<file path="config.mk">
export PLATFORM = sky130hd
export DESIGN_NAME = chdma_regfile
export DESIGN_NICKNAME = d
export VERILOG_FILES = /design/src/rtl/chdma_pkg.sv /design/src/rtl/chdma_ptr.sv /design/src/rtl/chdma_chan.sv /design/src/rtl/chdma_ctrl.sv /design/src/rtl/chdma_regfile.sv
export SDC_FILE = /design/constraint.sdc
export NUM_CORES = 1
export LEC_CHECK = 0
export ABC_AREA = 1
export BUFFER_PORTS_ARGS = -buffer_cell sky130_fd_sc_hd__buf_4
export CAP_MARGIN = 10
export CORE_MARGIN = 4
export CORE_UTILIZATION = 50
export DETAILED_ROUTE_END_ITERATION = 10
export MAX_ROUTING_LAYER = met4
export PLACE_DENSITY_LB_ADDON = 0.2
export SYNTH_ARGS = -nofsm -noshare
export SYNTH_HDL_FRONTEND = slang
export SYNTH_SLANG_ARGS = --single-unit
</file>
<file path="constraint.sdc">
create_clock -name clk -period 1.8 [get_ports clk]
set_input_delay 0.27 -clock clk [delete_from_list [all_inputs] [get_ports clk]]
set_output_delay 0.27 -clock clk [all_outputs]
set_load 0.02 [all_outputs]
</file>
<file path="src/rtl/chdma_pkg.sv">
// Package: shared sizes and port offsets of the DMA host register file.
// Assumes a 4-bit port offset and four channels addressed by two bits.
package chdma_pkg;
    localparam int NCH   = 4;
    localparam int CHW   = 2;
    localparam int DW    = 8;
    localparam int RW    = 2 * DW;
    localparam int MODEW = DW - CHW;

    typedef logic [3:0] port_t;

    localparam port_t P_CMDSTAT = 4'h8;
    localparam port_t P_REQ     = 4'h9;
    localparam port_t P_SMASK   = 4'hA;
    localparam port_t P_MODE    = 4'hB;
    localparam port_t P_PTRCLR  = 4'hC;
    localparam port_t P_MCLR    = 4'hD;
    localparam port_t P_MASKCLR = 4'hE;
    localparam port_t P_MASKALL = 4'hF;
endpackage

</file>
<file path="src/rtl/chdma_ptr.sv">
// Module: shared low/high byte pointer for all 16-bit channel registers.
// Assumes clr and step come from decoded single-cycle host accesses.
module chdma_ptr (
    input  logic clk,
    input  logic rst_n,
    input  logic clr,
    input  logic step,
    output logic hi
);
    // Clear has priority over the toggle that each word-port access causes
    always_ff @(posedge clk) begin
        if (!rst_n)    hi <= 1'b0;
        else if (clr)  hi <= 1'b0;
        else if (step) hi <= ~hi;
    end

    AST_PTR_CLEAR: assert property (@(posedge clk) disable iff (!rst_n)
        clr |=> !hi);
    AST_PTR_TOGGLE: assert property (@(posedge clk) disable iff (!rst_n)
        (step && !clr) |=> (hi != $past(hi)));
endmodule

</file>
<file path="src/rtl/chdma_chan.sv">
// Module: one channel's base and current address and count registers.
// Assumes at most one host byte write per cycle; host bytes override
// the engine update of the current copy in the same cycle.
module chdma_chan #(
    parameter int DW = 8
) (
    input  logic            clk,
    input  logic            rst_n,
    input  logic            wr_addr,
    input  logic            wr_cnt,
    input  logic            hi,
    input  logic [DW-1:0]   wdata,
    input  logic            upd,
    input  logic [2*DW-1:0] upd_addr,
    input  logic [2*DW-1:0] upd_cnt,
    output logic [2*DW-1:0] base_addr,
    output logic [2*DW-1:0] base_cnt,
    output logic [2*DW-1:0] cur_addr,
    output logic [2*DW-1:0] cur_cnt
);
    localparam int RW = 2 * DW;

    logic [1:0]    wr_w;
    logic [RW-1:0] upd_w [2];

    assign wr_w     = {wr_cnt, wr_addr};
    assign upd_w[0] = upd_addr;
    assign upd_w[1] = upd_cnt;

    for (genvar w = 0; w < 2; w++) begin : g_word
        logic [RW-1:0] base_q;
        logic [RW-1:0] cur_q;

        // Holds one 16-bit register pair: host bytes load both copies
        always_ff @(posedge clk) begin
            if (!rst_n) begin
                base_q <= '0;
                cur_q  <= '0;
            end else begin
                if (upd) cur_q <= upd_w[w];
                if (wr_w[w]) begin
                    if (hi) begin
                        base_q[RW-1:DW] <= wdata;
                        cur_q[RW-1:DW]  <= wdata;
                    end else begin
                        base_q[DW-1:0]  <= wdata;
                        cur_q[DW-1:0]   <= wdata;
                    end
                end
            end
        end
    end

    assign base_addr = g_word[0].base_q;
    assign cur_addr  = g_word[0].cur_q;
    assign base_cnt  = g_word[1].base_q;
    assign cur_cnt   = g_word[1].cur_q;

    AST_WR_LOW_BOTH: assert property (@(posedge clk) disable iff (!rst_n)
        (wr_addr && !hi) |=> (base_addr[DW-1:0] == $past(wdata))
                              && (cur_addr[DW-1:0] == $past(wdata)));
    AST_UPD_KEEPS_BASE: assert property (@(posedge clk) disable iff (!rst_n)
        (upd && !wr_addr && !wr_cnt) |=> ($stable(base_addr) && $stable(base_cnt)));
endmodule

</file>
<file path="src/rtl/chdma_ctrl.sv">
// Module: control ports - command, status, request, mask and mode.
// Assumes wr and rd are never high together; port is the 4-bit offset.
module chdma_ctrl
    import chdma_pkg::*;
(
    input  logic              clk,
    input  logic              rst_n,
    input  logic              wr,
    input  logic              rd,
    input  port_t             port,
    input  logic [DW-1:0]     wdata,
    input  logic [NCH-1:0]    tc_set,
    input  logic [NCH-1:0]    dreq,
    output logic [NCH-1:0]    mask,
    output logic [NCH*MODEW-1:0] mode,
    output logic [NCH-1:0]    swreq,
    output logic [DW-1:0]     cmd,
    output logic [DW-1:0]     status,
    output logic              ptr_clr
);
    logic wr_cmd, wr_req, wr_smask, wr_mode, wr_mclr, wr_maskclr, wr_maskall, rd_stat;
    logic [CHW-1:0] sel_ch;
    logic [NCH-1:0] tc_q;

    // Decodes the control-port strobes
    always_comb begin
        wr_cmd     = wr && (port == P_CMDSTAT);
        wr_req     = wr && (port == P_REQ);
        wr_smask   = wr && (port == P_SMASK);
        wr_mode    = wr && (port == P_MODE);
        wr_mclr    = wr && (port == P_MCLR);
        wr_maskclr = wr && (port == P_MASKCLR);
        wr_maskall = wr && (port == P_MASKALL);
        rd_stat    = rd && (port == P_CMDSTAT);
        sel_ch     = wdata[CHW-1:0];
    end

    assign ptr_clr = wr_mclr || (wr && (port == P_PTRCLR));

    // Mask bits: master clear sets all, clear-all, load-all or single channel
    always_ff @(posedge clk) begin
        if (!rst_n || wr_mclr) mask <= '1;
        else if (wr_maskclr)   mask <= '0;
        else if (wr_maskall)   mask <= wdata[NCH-1:0];
        else if (wr_smask)     mask[sel_ch] <= wdata[2];
    end

    // Command byte and software requests, both cleared by master clear
    always_ff @(posedge clk) begin
        if (!rst_n || wr_mclr) begin
            cmd   <= '0;
            swreq <= '0;
        end else begin
            if (wr_cmd) cmd <= wdata;
            if (wr_req) swreq[sel_ch] <= wdata[2];
        end
    end

    // Terminal-count flags: a status read clears them, new events still land
    always_ff @(posedge clk) begin
        if (!rst_n || wr_mclr) tc_q <= '0;
        else                   tc_q <= (rd_stat ? '0 : tc_q) | tc_set;
    end

    for (genvar c = 0; c < NCH; c++) begin : g_mode
        // Stores the mode bits above the channel select for channel c
        always_ff @(posedge clk) begin
            if (!rst_n) mode[c*MODEW +: MODEW] <= '0;
            else if (wr_mode && (sel_ch == CHW'(c)))
                mode[c*MODEW +: MODEW] <= wdata[DW-1:CHW];
        end
    end

    assign status = {swreq | dreq, tc_q};

    AST_MCLR_MASKS: assert property (@(posedge clk) disable iff (!rst_n)
        wr_mclr |=> (mask == '1) && (cmd == '0) && (swreq == '0));
    AST_STAT_RD_CLR: assert property (@(posedge clk) disable iff (!rst_n)
        (rd_stat && (tc_set == '0)) |=> (tc_q == '0));
    AST_TC_KEEP: assert property (@(posedge clk) disable iff (!rst_n)
        ((tc_set != '0) && !wr_mclr) |=> ((tc_q & $past(tc_set)) == $past(tc_set)));
    AST_MASKALL: assert property (@(posedge clk) disable iff (!rst_n)
        wr_maskall |=> (mask == $past(wdata[NCH-1:0])));
endmodule

</file>
<file path="src/rtl/chdma_regfile.sv">
// Module: top of the DMA host register file. Decodes the 4-bit offset,
// routes word-port bytes to the channels and muxes read data.
// Assumes single-cycle strobes with io_wr and io_rd never both high.
module chdma_regfile
    import chdma_pkg::*;
(
    input  logic         clk,
    input  logic         rst_n,
    input  logic [3:0]   io_addr,
    input  logic         io_wr,
    input  logic         io_rd,
    input  logic [7:0]   io_wdata,
    output logic [7:0]   io_rdata,
    input  logic [3:0]   tc_set_i,
    input  logic [3:0]   dreq_i,
    input  logic         upd_en_i,
    input  logic [1:0]   upd_ch_i,
    input  logic [15:0]  upd_addr_i,
    input  logic [15:0]  upd_cnt_i,
    output logic [3:0]   mask_o,
    output logic [23:0]  mode_o,
    output logic [3:0]   autoinit_o,
    output logic [3:0]   sw_req_o,
    output logic [7:0]   cmd_o,
    output logic [63:0]  base_addr_o,
    output logic [63:0]  base_cnt_o,
    output logic [63:0]  cur_addr_o,
    output logic [63:0]  cur_cnt_o
);
    localparam int AUTO_BIT = 4 - CHW;

    logic           word_sel, is_cnt, hi, ptr_clr;
    logic [CHW-1:0] wch;
    logic [DW-1:0]  status;
    logic [RW-1:0]  cur_a [NCH];
    logic [RW-1:0]  cur_c [NCH];
    logic [RW-1:0]  rd_word;

    assign word_sel = ~io_addr[3];
    assign wch      = io_addr[2:1];
    assign is_cnt   = io_addr[0];

    chdma_ptr u_ptr (
        .clk  (clk),
        .rst_n(rst_n),
        .clr  (ptr_clr),
        .step (word_sel && (io_wr || io_rd)),
        .hi   (hi)
    );

    chdma_ctrl u_ctrl (
        .clk    (clk),
        .rst_n  (rst_n),
        .wr     (io_wr),
        .rd     (io_rd),
        .port   (io_addr),
        .wdata  (io_wdata),
        .tc_set (tc_set_i),
        .dreq   (dreq_i),
        .mask   (mask_o),
        .mode   (mode_o),
        .swreq  (sw_req_o),
        .cmd    (cmd_o),
        .status (status),
        .ptr_clr(ptr_clr)
    );

    for (genvar c = 0; c < NCH; c++) begin : g_ch
        logic sel;
        assign sel = word_sel && (wch == CHW'(c));

        chdma_chan #(.DW(DW)) u_chan (
            .clk      (clk),
            .rst_n    (rst_n),
            .wr_addr  (io_wr && sel && !is_cnt),
            .wr_cnt   (io_wr && sel && is_cnt),
            .hi       (hi),
            .wdata    (io_wdata),
            .upd      (upd_en_i && (upd_ch_i == CHW'(c))),
            .upd_addr (upd_addr_i),
            .upd_cnt  (upd_cnt_i),
            .base_addr(base_addr_o[c*RW +: RW]),
            .base_cnt (base_cnt_o[c*RW +: RW]),
            .cur_addr (cur_a[c]),
            .cur_cnt  (cur_c[c])
        );

        assign cur_addr_o[c*RW +: RW] = cur_a[c];
        assign cur_cnt_o[c*RW +: RW]  = cur_c[c];
        assign autoinit_o[c] = mode_o[c*MODEW + AUTO_BIT];
    end

    // Read mux: current word byte by pointer, status at 0x8, zero elsewhere
    always_comb begin
        rd_word = is_cnt ? cur_c[wch] : cur_a[wch];
        if (word_sel)                    io_rdata = hi ? rd_word[RW-1:DW] : rd_word[DW-1:0];
        else if (io_addr == P_CMDSTAT)   io_rdata = status;
        else                             io_rdata = '0;
    end

    AST_BUS_EXCL: assert property (@(posedge clk) disable iff (!rst_n)
        !(io_wr && io_rd));
    AST_RESET_MASKS: assert property (@(posedge clk)
        !rst_n |=> (mask_o == 4'hF) && (cmd_o == 8'h00));
endmodule

</file>
Word level (Yosys, flattened, before mapping)
Cells that the tools add are included.
- output and inout port bits: 308
- bits in registers: 301
- bits of input ports: 59
- logic and storage cells: 170
- magnitude comparators: 3
- bitwise gates (word level): 6
- multiplexer cells: 50
- reductions and logical operators: 61
- eq/ne operators: 17
- operators by type and width (operator ; count):
    16-bit two-way mux ; 21
    8-bit two-way mux ; 19
    16-bit binary-select mux with 2-bit select ; 2
    1-bit logical AND ; 35
    4-bit == test (second input constant) ; 8
    2-bit AND reduction ; 16
    4-bit two-way mux ; 4
    2-bit == test (second input constant) ; 6
    4-bit bitwise mux ; 2
    4-bit OR ; 2
    2-bit by 1-bit == test with 1-bit output (second input constant) ; 3
    2-bit logical NOT ; 3
    3-bit greater-or-equal comparator (second input constant) ; 1
    1-bit logical OR ; 3
    2-bit by 3-bit < comparator with 1-bit output (second input constant) ; 1
    1-bit NOT ; 3
    2-bit NOT with 3-bit output ; 1
    3-bit nonzero test ; 1
    1-bit demux with 2-bit select ; 1
    2-bit by 1-bit greater-or-equal comparator with 1-bit output (second input constant) ; 1
    1-bit logical NOT ; 2
    2-bit OR reduction ; 1
    1-bit two-way mux ; 1

Depth between registers and ports, before layout
Gate-level depths: netlist (run 1).
- depth in word-level cells: 8
- depth in mapped cells: 12

By module
Synthesis (run 1) repeated with hierarchy kept, for this count alone.
- cells, all modules: 2161
- area, all modules: 14377.5 um2
- modules (own cells, without submodules) (module ; cells each ; area an instance (um2) ; times used):
    chdma_chan ; 375 ; 2705.1 ; 4
    chdma_ctrl ; 257 ; 1864.3 ; 1
    chdma_regfile ; 395 ; 1640.3 ; 1
    chdma_ptr ; 9 ; 52.6 ; 1

Worst setup path before layout (run 1)
OpenSTA, ideal clock, no wires.
- kind: input port to output port
- start point: in io_addr[2]
- end point: out io_rdata[5]
- arrival: 1322 ps
- slack: 208 ps
- stages: 9
- required time: 1530 ps
- path buffers: 2
- path through: buf_4 -> inv_1 -> buf_1 -> nand2_1 -> nand3_1 -> nand3_1 -> nand2_1 -> nand2_1 -> nand2_1
- longest elaborated chain between the ends: 7
- ends and longest elaborated chain (what ; RTL line ; text):
    start, declared ; chdma_regfile.sv:9 ; input logic [3:0] io_addr,
    2-bit NOT with 3-bit output (not written as such) ; chdma_regfile.sv:95 ; rd_word = is_cnt ? cur_c[wch] : cur_a[wch];
    16-bit binary-select mux with 2-bit select ; chdma_regfile.sv:95 ;
    16-bit two-way mux (not written as such) (2 in series) ; chdma_regfile.sv:95 ;
    16-bit two-way mux ; chdma_regfile.sv:95 ;
    8-bit two-way mux ; chdma_regfile.sv:96 ; if (word_sel) io_rdata = hi ? rd_word[RW-1:DW] : rd_word[DW-1:0];
    8-bit two-way mux * ; chdma_regfile.sv:96 ;
    end, declared ; chdma_regfile.sv:13 ; output logic [7:0] io_rdata,
Every way passes the cells marked *; elsewhere a longest branch is shown, timed or not. The select of a mux whose other input is x is not followed.

Final worst setup path (run 1)
- start point: reg g_ch[3].u_chan.g_word[1].cur_q[7]
- end point: out io_rdata[7]
- longest elaborated chain between the ends: 6
- ends and longest elaborated chain (what ; RTL line ; text):
    start, declared ; chdma_chan.sv:32 ; logic [RW-1:0] cur_q;
    start signal, assigned ; chdma_chan.sv:40 ; if (upd) cur_q <= upd_w[w];
    start signal, assigned by index ; chdma_chan.sv:44 ; cur_q[RW-1:DW] <= wdata;
    start signal, assigned by index ; chdma_chan.sv:47 ; cur_q[DW-1:0] <= wdata;
    16-bit binary-select mux with 2-bit select ; chdma_regfile.sv:95 ;
    16-bit two-way mux (not written as such) (2 in series) ; chdma_regfile.sv:95 ;
    16-bit two-way mux ; chdma_regfile.sv:95 ;
    8-bit two-way mux (2 in series) ; chdma_regfile.sv:96 ;
Every way passes these cells. The select of a mux whose other input is x is not followed.

==> flow_summary_export.csv, run 1 <==
group,metric,value,unit
cts,root_buffer,"clkbuf_16",
routing,drcViolationCount,0,
critical_path,worst_path_max_delay_cell,"dfxtp_4",
die,start_util,50.6,%
placed_design,port_buffers,366,
power,power_frac_comb,12.6,%
cts,cts_buffer_depth,3,
power,intPower,11.3,mW
global_route,grt_use_total,36.3,%
yosys,synth_edf_count,0,
global_route,grt_overflow,0,
critical_path,end_kind,"primary output",
cells_and_area,layout.cells.non_filler,2661,
global_route,grt_pass1_vias,13700,
power,power_switching,4.10,mW
cts,clk_pin_slew,0.06,ns
routing,drt_iter0_drc,1751,
min_path,hold_start,"rst_n",
die,die_h,170,um
power,power.sequential.fraction,45.2,%
yosys,yosys_register_bits,301,
sta,relSlewSlack,60.1,%
power,switching_share,26.6,%
yosys,netlist_instances,1914,
cells_and_area,syn_to_final_growth,39.8,%
placed_design,place_hpwl,38700,um
die,core-area,25900,um^2
power,pwr-share-clk,42.2,%
cts,htreeDepth,1,
global_route,grt_pass1_wl,79200,um
global_route,use_met1,43.9,%
global_route,grt_max_degree,98,
sta,final_max_slew_viol_count,0,
critical_path,crit_top_cell,"nand2_2",
die,num_rows,59,
critical_path,timing.rr.start,"u_ptr.hi",
global_route,met3_usage,7.29,%
yosys,synth_area,13100,um^2
power,power.leakage,7.97,nW
critical_path,r2r_slack,0.36,ns
critical_path,worstPathRequired,1.53,ns
yosys,synth_commonest_cells,"nand2_1 (828), a21oi_1 (310), dfxtp_1 (301)",
routing,avgRoutedWirePerCell,20.4,um
cells_and_area,diodes,0,
global_route,top_usage_layer,"met2",
placed_design,placed_cells,2551,
yosys,synth_area_leaders,"dfxtp_1 (46%), nand2_1 (24%), a21oi_1 (12%), o21ai_0 (5.6%), nand3_1 (3.1%)",
job,maxCapViolations,0,
placed_design,routabilityCongestion,0.952,
power,ir_worst_vdd,963,uV
yosys,synthFlopType,"dfxtp_1",
cts,cts_tree,"built",
global_route,grtUsageMet2,57.0,%
critical_path,crit_family,"simple AND/OR/NAND/NOR gates",
yosys,ys_seq_area_share,46.0,%
routing,drtAntennaViolNets,0,
cells_and_area,drive_gt1_share,32.8,%
yosys,yosysTopAreaCellShare,46.0,%
yosys,synth_top_area_cell,"dfxtp_1",
sta,hold_ws,0.0189,ns
power,fin_total_pwr,15.4,mW
min_path,hp-class,"in -> reg",
yosys,synth_fp_nets,1973,
cts,insertion_delay,0.57,ns
min_path,hold_depth,3,
cts,cts_sinks,301,
min_path,holdPathEnd,"g_ch[3].u_chan.base_cnt[14]",
sta,skew,0.00739,ns
sta,post-route-period-util,108,%
routing,routed_wl,54400,um
sta,rsz0062_at_grt,"true",
critical_path,path_cells,"nand2_2 > nand2_2 > nand2_2 > nand3_4 > nand3_2 > nand2_2 > nand2_1 > nand2_1 > buf_6",
power,power_density,840,nW/um^2
sta,finalCriticalPeriod,1.94,ns
outcome,violations,"negative setup slack",
sta,worst_slack,-0.141,ns
sta,worstMarginPinSlew,0.598,ns
cells_and_area,fin_nets,2362,
sta,setup_violations,8,
critical_path,slowest_delay,0.38,ns
critical_path,start_kind,"flop",
placed_design,post-place-ws,-0.0371,ns
critical_path,worst-path-buf-inv,1,
sta,finalHoldViolCount,0,
yosys,async_flop_share,0,%
outcome,status,"complete, but fails checks",
yosys,post_synth_num_cell_types,27,
die,io_pins,367,
die,dieWidth,170,um
cts,cts_buffers,30,
critical_path,r2r-end,"g_ch[0].u_chan.base_addr[14]",
critical_path,path_max_fanout,3,
yosys,ys.warnings.count,0,
sta,timing.fmax,515,MHz
critical_path,r2r_cells,6,
routing,num_vias,14800,
global_route,antenna_found_initial,0,
routing,dr.pass1.iters,5,
yosys,syn_area_per_cell,6.85,um^2
yosys,yosysMostFrequentCell,"nand2_1",
critical_path,crit_arrival,1.67,ns
die,dieArea,28900,um^2
routing,viasPerCell,5.58,
critical_path,crit_type,"reg -> out",
power groups by stage:
| stage | Sequential [mW] | Clock [mW] | Combinational, mW |
|---|---|---|---|
| 6_report | 6.96 | 6.51 | 1.93 |
| 5_1_grt | 6.97 | 6.81 | 2.06 |
| 4_1_cts | 6.97 | 6.53 | 1.84 |
| 3_5_place_dp | 7.14 | 0 | 1.73 |
| 3_3_place_gp | 7.15 | 0 | 1.72 |
| 2_1_floorplan | 7.23 | 0 | 0.809 |
cell usage in the layout, fill, tap and decap left out, types with 2 or more instances in the layout:
master | Yosys | layout
clkinv_2 | 0 | 7
clkinv_1 | 2 | 2
inv_2 | 23 | 22
nand2_1 | 828 | 794
buf_6 | 10 | 8
buf_4 | 8 | 456
dfxtp_4 | 0 | 47
nor2_2 | 3 | 3
buf_12 | 0 | 14
nor2_4 | 9 | 9
nand3_2 | 2 | 36
a21oi_1 | 310 | 308
o21ai_0 | 147 | 147
bufinv_16 | 0 | 3
clkbuf_1 | 77 | 6
a21oi_2 | 0 | 2
nand3_1 | 81 | 46
nor3_2 | 2 | 2
dfxtp_2 | 0 | 61
dlygate4sd3_1 | 0 | 4
nor2_8 | 3 | 3
clkinv_4 | 0 | 2
clkbuf_16 | 0 | 31
nand2_4 | 2 | 3
inv_1 | 49 | 48
clkbuf_8 | 0 | 6
nand2_2 | 9 | 42
dfxtp_1 | 301 | 193
nor2_1 | 9 | 9
o211ai_1 | 4 | 4
metrics by stage:
| step | util [%] | instance area (um^2) | TNS (ns) |
|---|---|---|---|
| global placement | 63.0 | 16300 | -0.0264 |
| finish | 70.7 | 18300 | -0.995 |
| global route | 70.7 | 18300 | -1.65 |
| CTS | 69.4 | 18000 | -1.10 |
| detailed placement | 63.0 | 16300 | -0.0371 |
| floorplan | - | 13100 | 0 |
logic make-up after synthesis:
kind of cell / Yosys count / share of synthesized area [%]
DFF: 301 / 46.0
buffers and inverters: 200 / 6.77
and+or+nand+nor: 951 / 29.6
AOI/OAI and AO/OA: 462 / 17.7
routing by layer:
layer	vias to the layer above	share of wire, %
met5	-	0
li1	6994	-
met1	6745	37
met4	0	6.2
met3	192	10
met2	906	46
worst max path at each step:
stage,start,endpoint,cells past startpoint
floorplan,io_addr[2],io_rdata[5],9
global placement,io_addr[1],io_rdata[7],12
detailed placement,io_addr[1],io_rdata[7],12
CTS,g_ch[3].u_chan.cur_cnt[8],io_rdata[0],9
global route,g_ch[0].u_chan.cur_addr[3],io_rdata[3],9
finish,g_ch[3].u_chan.cur_cnt[7],io_rdata[7],9
final cells by class:
cell class	count	area, um^2
fillers	2185	7580
multi-input cells	1413	6480
flip-flops and latches	301	6280
repair buffers	482	3830
clock buffers	43	881
well taps	335	419
inverters	75	297
clock inverters	12	143
what timing repair did:
item                                   4_1_cts  5_1_grt
setup buffers                               33       18
gates resized for setup                    173       63
hold buffers                                 4        0
setup endpoints to repair                    8        8
pin swaps                                   33       27
endpoints found under the hold margin        4        0
registers in the layout, indices dropped and copies added, names as in the netlist:
signal / cells
g_ch.u_chan.base_addr: 64
g_ch.u_chan.base_cnt: 64
g_ch.u_chan.cur_addr: 64
g_ch.u_chan.cur_cnt: 64
u_ctrl.cmd: 8
u_ctrl.mask: 4
u_ctrl.mode: 24
u_ctrl.swreq: 4
u_ctrl.tc_q: 4
u_ptr.hi: 1
tightest hold or removal path: stages:
cell and delay, ns:
buf_4 0.12, inv_8 0.05, a21oi_1 0.10
(Power assumes the default switching activity.)
==> run 2, diff against run 1 <==
Settings changed: ABC_AREA 1 to unset.
==> run 2 against run 1 <==
Compared with the run above: the flow still finishes with violations (negative setup slack); design area fell by 0.65%; critical path depth fell by 4; count of clock-buffer cells in the layout did not move; wire length fell by 5.2%; via count fell by 11%; clock skew barely moved; total power fell by 0.22%; register-to-register slack got worse by 0.28 ns.
==> flow_summary_export.csv, run 2 <==
group,metric,value,unit
sta,setup_violations,8,
yosys,synth_area_leaders,"dfxtp_1 (46%), nand2_1 (12%), mux2_2 (12%), a21oi_1 (10%), mux2i_1 (4.7%)",
cells_and_area,nFillCells,1952,
critical_path,path_cells,"mux4_2 > nand2_1 > a21oi_1 > a221o_1 > buf_6",
die,dieWidth,170,um
cells_and_area,drive_gt1_share,40.4,%
cts,clk_pin_slew,0.06,ns
critical_path,r2r_cells,5,
die,start_util,51.3,%
min_path,hp-class,"in -> reg",
yosys,ys.warnings.count,0,
routing,drcViolationCount,0,
yosys,async_flop_share,0,%
critical_path,path_max_fanout,2,
placed_design,port_buffers,366,
yosys,synth_commonest_cells,"nand2_1 (412), dfxtp_1 (301), a21oi_1 (272)",
yosys,synth_top_area_cell,"dfxtp_1",
die,dieArea,28800,um^2
critical_path,r2r-end,"g_ch[0].u_chan.cur_addr[5]",
routing,routed_wl,51500,um
yosys,synth_edf_count,0,
critical_path,slowest_delay,0.47,ns
cells_and_area,final-seq-area,6070,um^2
routing,viasPerCell,5.81,
yosys,synth_area,13100,um^2
cells_and_area,final_common_cell,"buf_4",
yosys,yosysMostFrequentCell,"nand2_1",
cells_and_area,mostFrequentLayoutCells,"buf_4 (478), nand2_1 (411), a21oi_1 (269)",
critical_path,r2r_slack,0.08,ns
critical_path,worstPathRequired,1.53,ns
global_route,grt_overflow,0,
routing,drt_iter0_drc,1499,
min_path,hold_start,"io_wr",
routing,dr.pass1.iters,6,
sta,skew,0.00758,ns
yosys,yosysTopAreaCellShare,46.1,%
power,power.leakage,7.92,nW
die,core-area,25500,um^2
die,die_h,170,um
critical_path,worst-path-buf-inv,1,
sta,finalHoldViolCount,0,
cts,cts_buffers,30,
critical_path,crit_family,"multiplexers",
placed_design,place_hpwl,38100,um
critical_path,timing.rr.start,"u_ptr.hi",
cells_and_area,fin_nets,1968,
power,power_density,844,nW/um^2
outcome,violations,"negative setup slack",
sta,relSlewSlack,71.7,%
yosys,syn_area_per_cell,8.81,um^2
die,io_pins,367,
min_path,hold_depth,4,
sta,post-route-period-util,131,%
yosys,yosys_register_bits,301,
sta,worstMarginPinSlew,0.424,ns
yosys,synthFlopType,"dfxtp_1",
outcome,status,"complete, but fails checks",
yosys,ys_seq_area_share,46.1,%
global_route,grt_max_degree,54,
cts,cts_buffer_depth,3,
routing,avgRoutedWirePerCell,22.8,um
cells_and_area,syn_to_final_growth,39.2,%
power,ir_worst_vdd,774,uV
routing,drtAntennaViolNets,0,
critical_path,worst_path_max_delay_cell,"mux4_2",
cts,cts_sinks,301,
job,maxCapViolations,0,
die,num_rows,58,
cts,root_buffer,"clkbuf_16",
critical_path,crit_type,"reg -> out",
placed_design,routabilityCongestion,0.917,
critical_path,start_kind,"flop",
yosys,post_synth_num_cell_types,60,
critical_path,end_kind,"primary output",
sta,timing.fmax,425,MHz
sta,final_max_slew_viol_count,0,
min_path,holdPathEnd,"u_ptr.hi",
global_route,grt_pass1_vias,12700,
cells_and_area,final_util,71.5,%
cts,cts_tree,"built",
global_route,grt_use_total,34.9,%
yosys,synth_fp_nets,1543,
sta,rsz0062_at_grt,"true",
global_route,antenna_found_initial,3,
global_route,grt_pass1_wl,75700,um
power,fin_total_pwr,15.4,mW
cts,htreeDepth,1,
cells_and_area,multi_input_area,6640,um^2
critical_path,crit_arrival,2.09,ns
routing,num_vias,13200,
sta,worst_slack,-0.555,ns
cts,insertion_delay,0.56,ns
sta,finalCriticalPeriod,2.36,ns
yosys,netlist_instances,1484,
==> run 2: worst max path at each step <==
stage	start	end	slack (ns)	cells past startpoint
after floorplan	io_addr[1]	io_rdata[6]	-0.006	6
after global placement	io_addr[1]	io_rdata[3]	-0.29	7
after detailed placement	io_addr[1]	io_rdata[0]	-0.32	7
after CTS	g_ch[1].u_chan.cur_cnt[11]	io_rdata[3]	-0.54	5
after global routing	g_ch[1].u_chan.cur_cnt[11]	io_rdata[3]	-0.55	5
final	g_ch[3].u_chan.cur_cnt[3]	io_rdata[3]	-0.56	5
==> run 2: metal layers <==
metal | GRT usage, % | share of wire, % | wire length (um)
met1 | 43.9 | 39 | 20300
met2 | 55.7 | 47 | 24200
met3 | 6.52 | 9.3 | 4780
met4 | 13.8 | 4.5 | 2320
met5 | - | 0 | 0
==> run 2: final cells by class <==
class / count / share of cell area, %
well taps: 330 / 2.27
inverters: 5 / 0.144
clock inverters: 12 / 0.639
diodes: 3 / 0.0412
flip-flops and latches: 301 / 33.3
multi-input cells: 1066 / 36.5
repair buffers: 505 / 22.2
clock buffers: 43 / 4.89
==> run 2: what timing repair did <==
item | 4_1_cts | 5_1_grt
gates resized for setup | 54 | 13
endpoints found under the setup margin | 53 | 53
setup buffers | 3 | 1
endpoints found under the hold margin | 5 | 0
cloned | 0 | 0
pin swaps | 8 | 9
hold buffers | 5 | 0
==> run 2: logic make-up after synthesis <==
kind of cell,after synthesis,synth area share (%)
and+or+nand+nor,535,17.8
DFF,301,46.1
buffers and inverters,117,4.09
muxes,211,18.8
AOI/OAI and AO/OA,320,13.2
==> run 2: worst min-delay path: stages <==
cell      delay, ns
buf_4          0.13
nand2_1        0.05
o211ai_1       0.08
a21oi_1        0.06
==> run 2: power by group <==
group          internal (mW)  total (mW)  switching, mW
Clock                   3.71        6.41           2.69
Combinational          0.873        1.96           1.09
Sequential              6.82        7.00          0.183
Total                   11.4        15.4           3.96
==> run 2: stage by stage <==
stage | hold slack (ns) | std cells | cell area [um^2] | setup WS (ns) | setup TNS [ns]
3_3_place_gp | 0.444 | 2198 | 16900 | -0.292 | -4.41
6_report | 0.0807 | 2265 | 18200 | -0.555 | -3.47
3_5_place_dp | 0.450 | 2198 | 16900 | -0.324 | -7.79
2_1_floorplan | 0.342 | 1484 | 13100 | -0.00632 | -0.00632
4_1_cts | 0.0713 | 2261 | 18200 | -0.540 | -3.47
5_1_grt | 0.0936 | 2265 | 18200 | -0.548 | -3.72
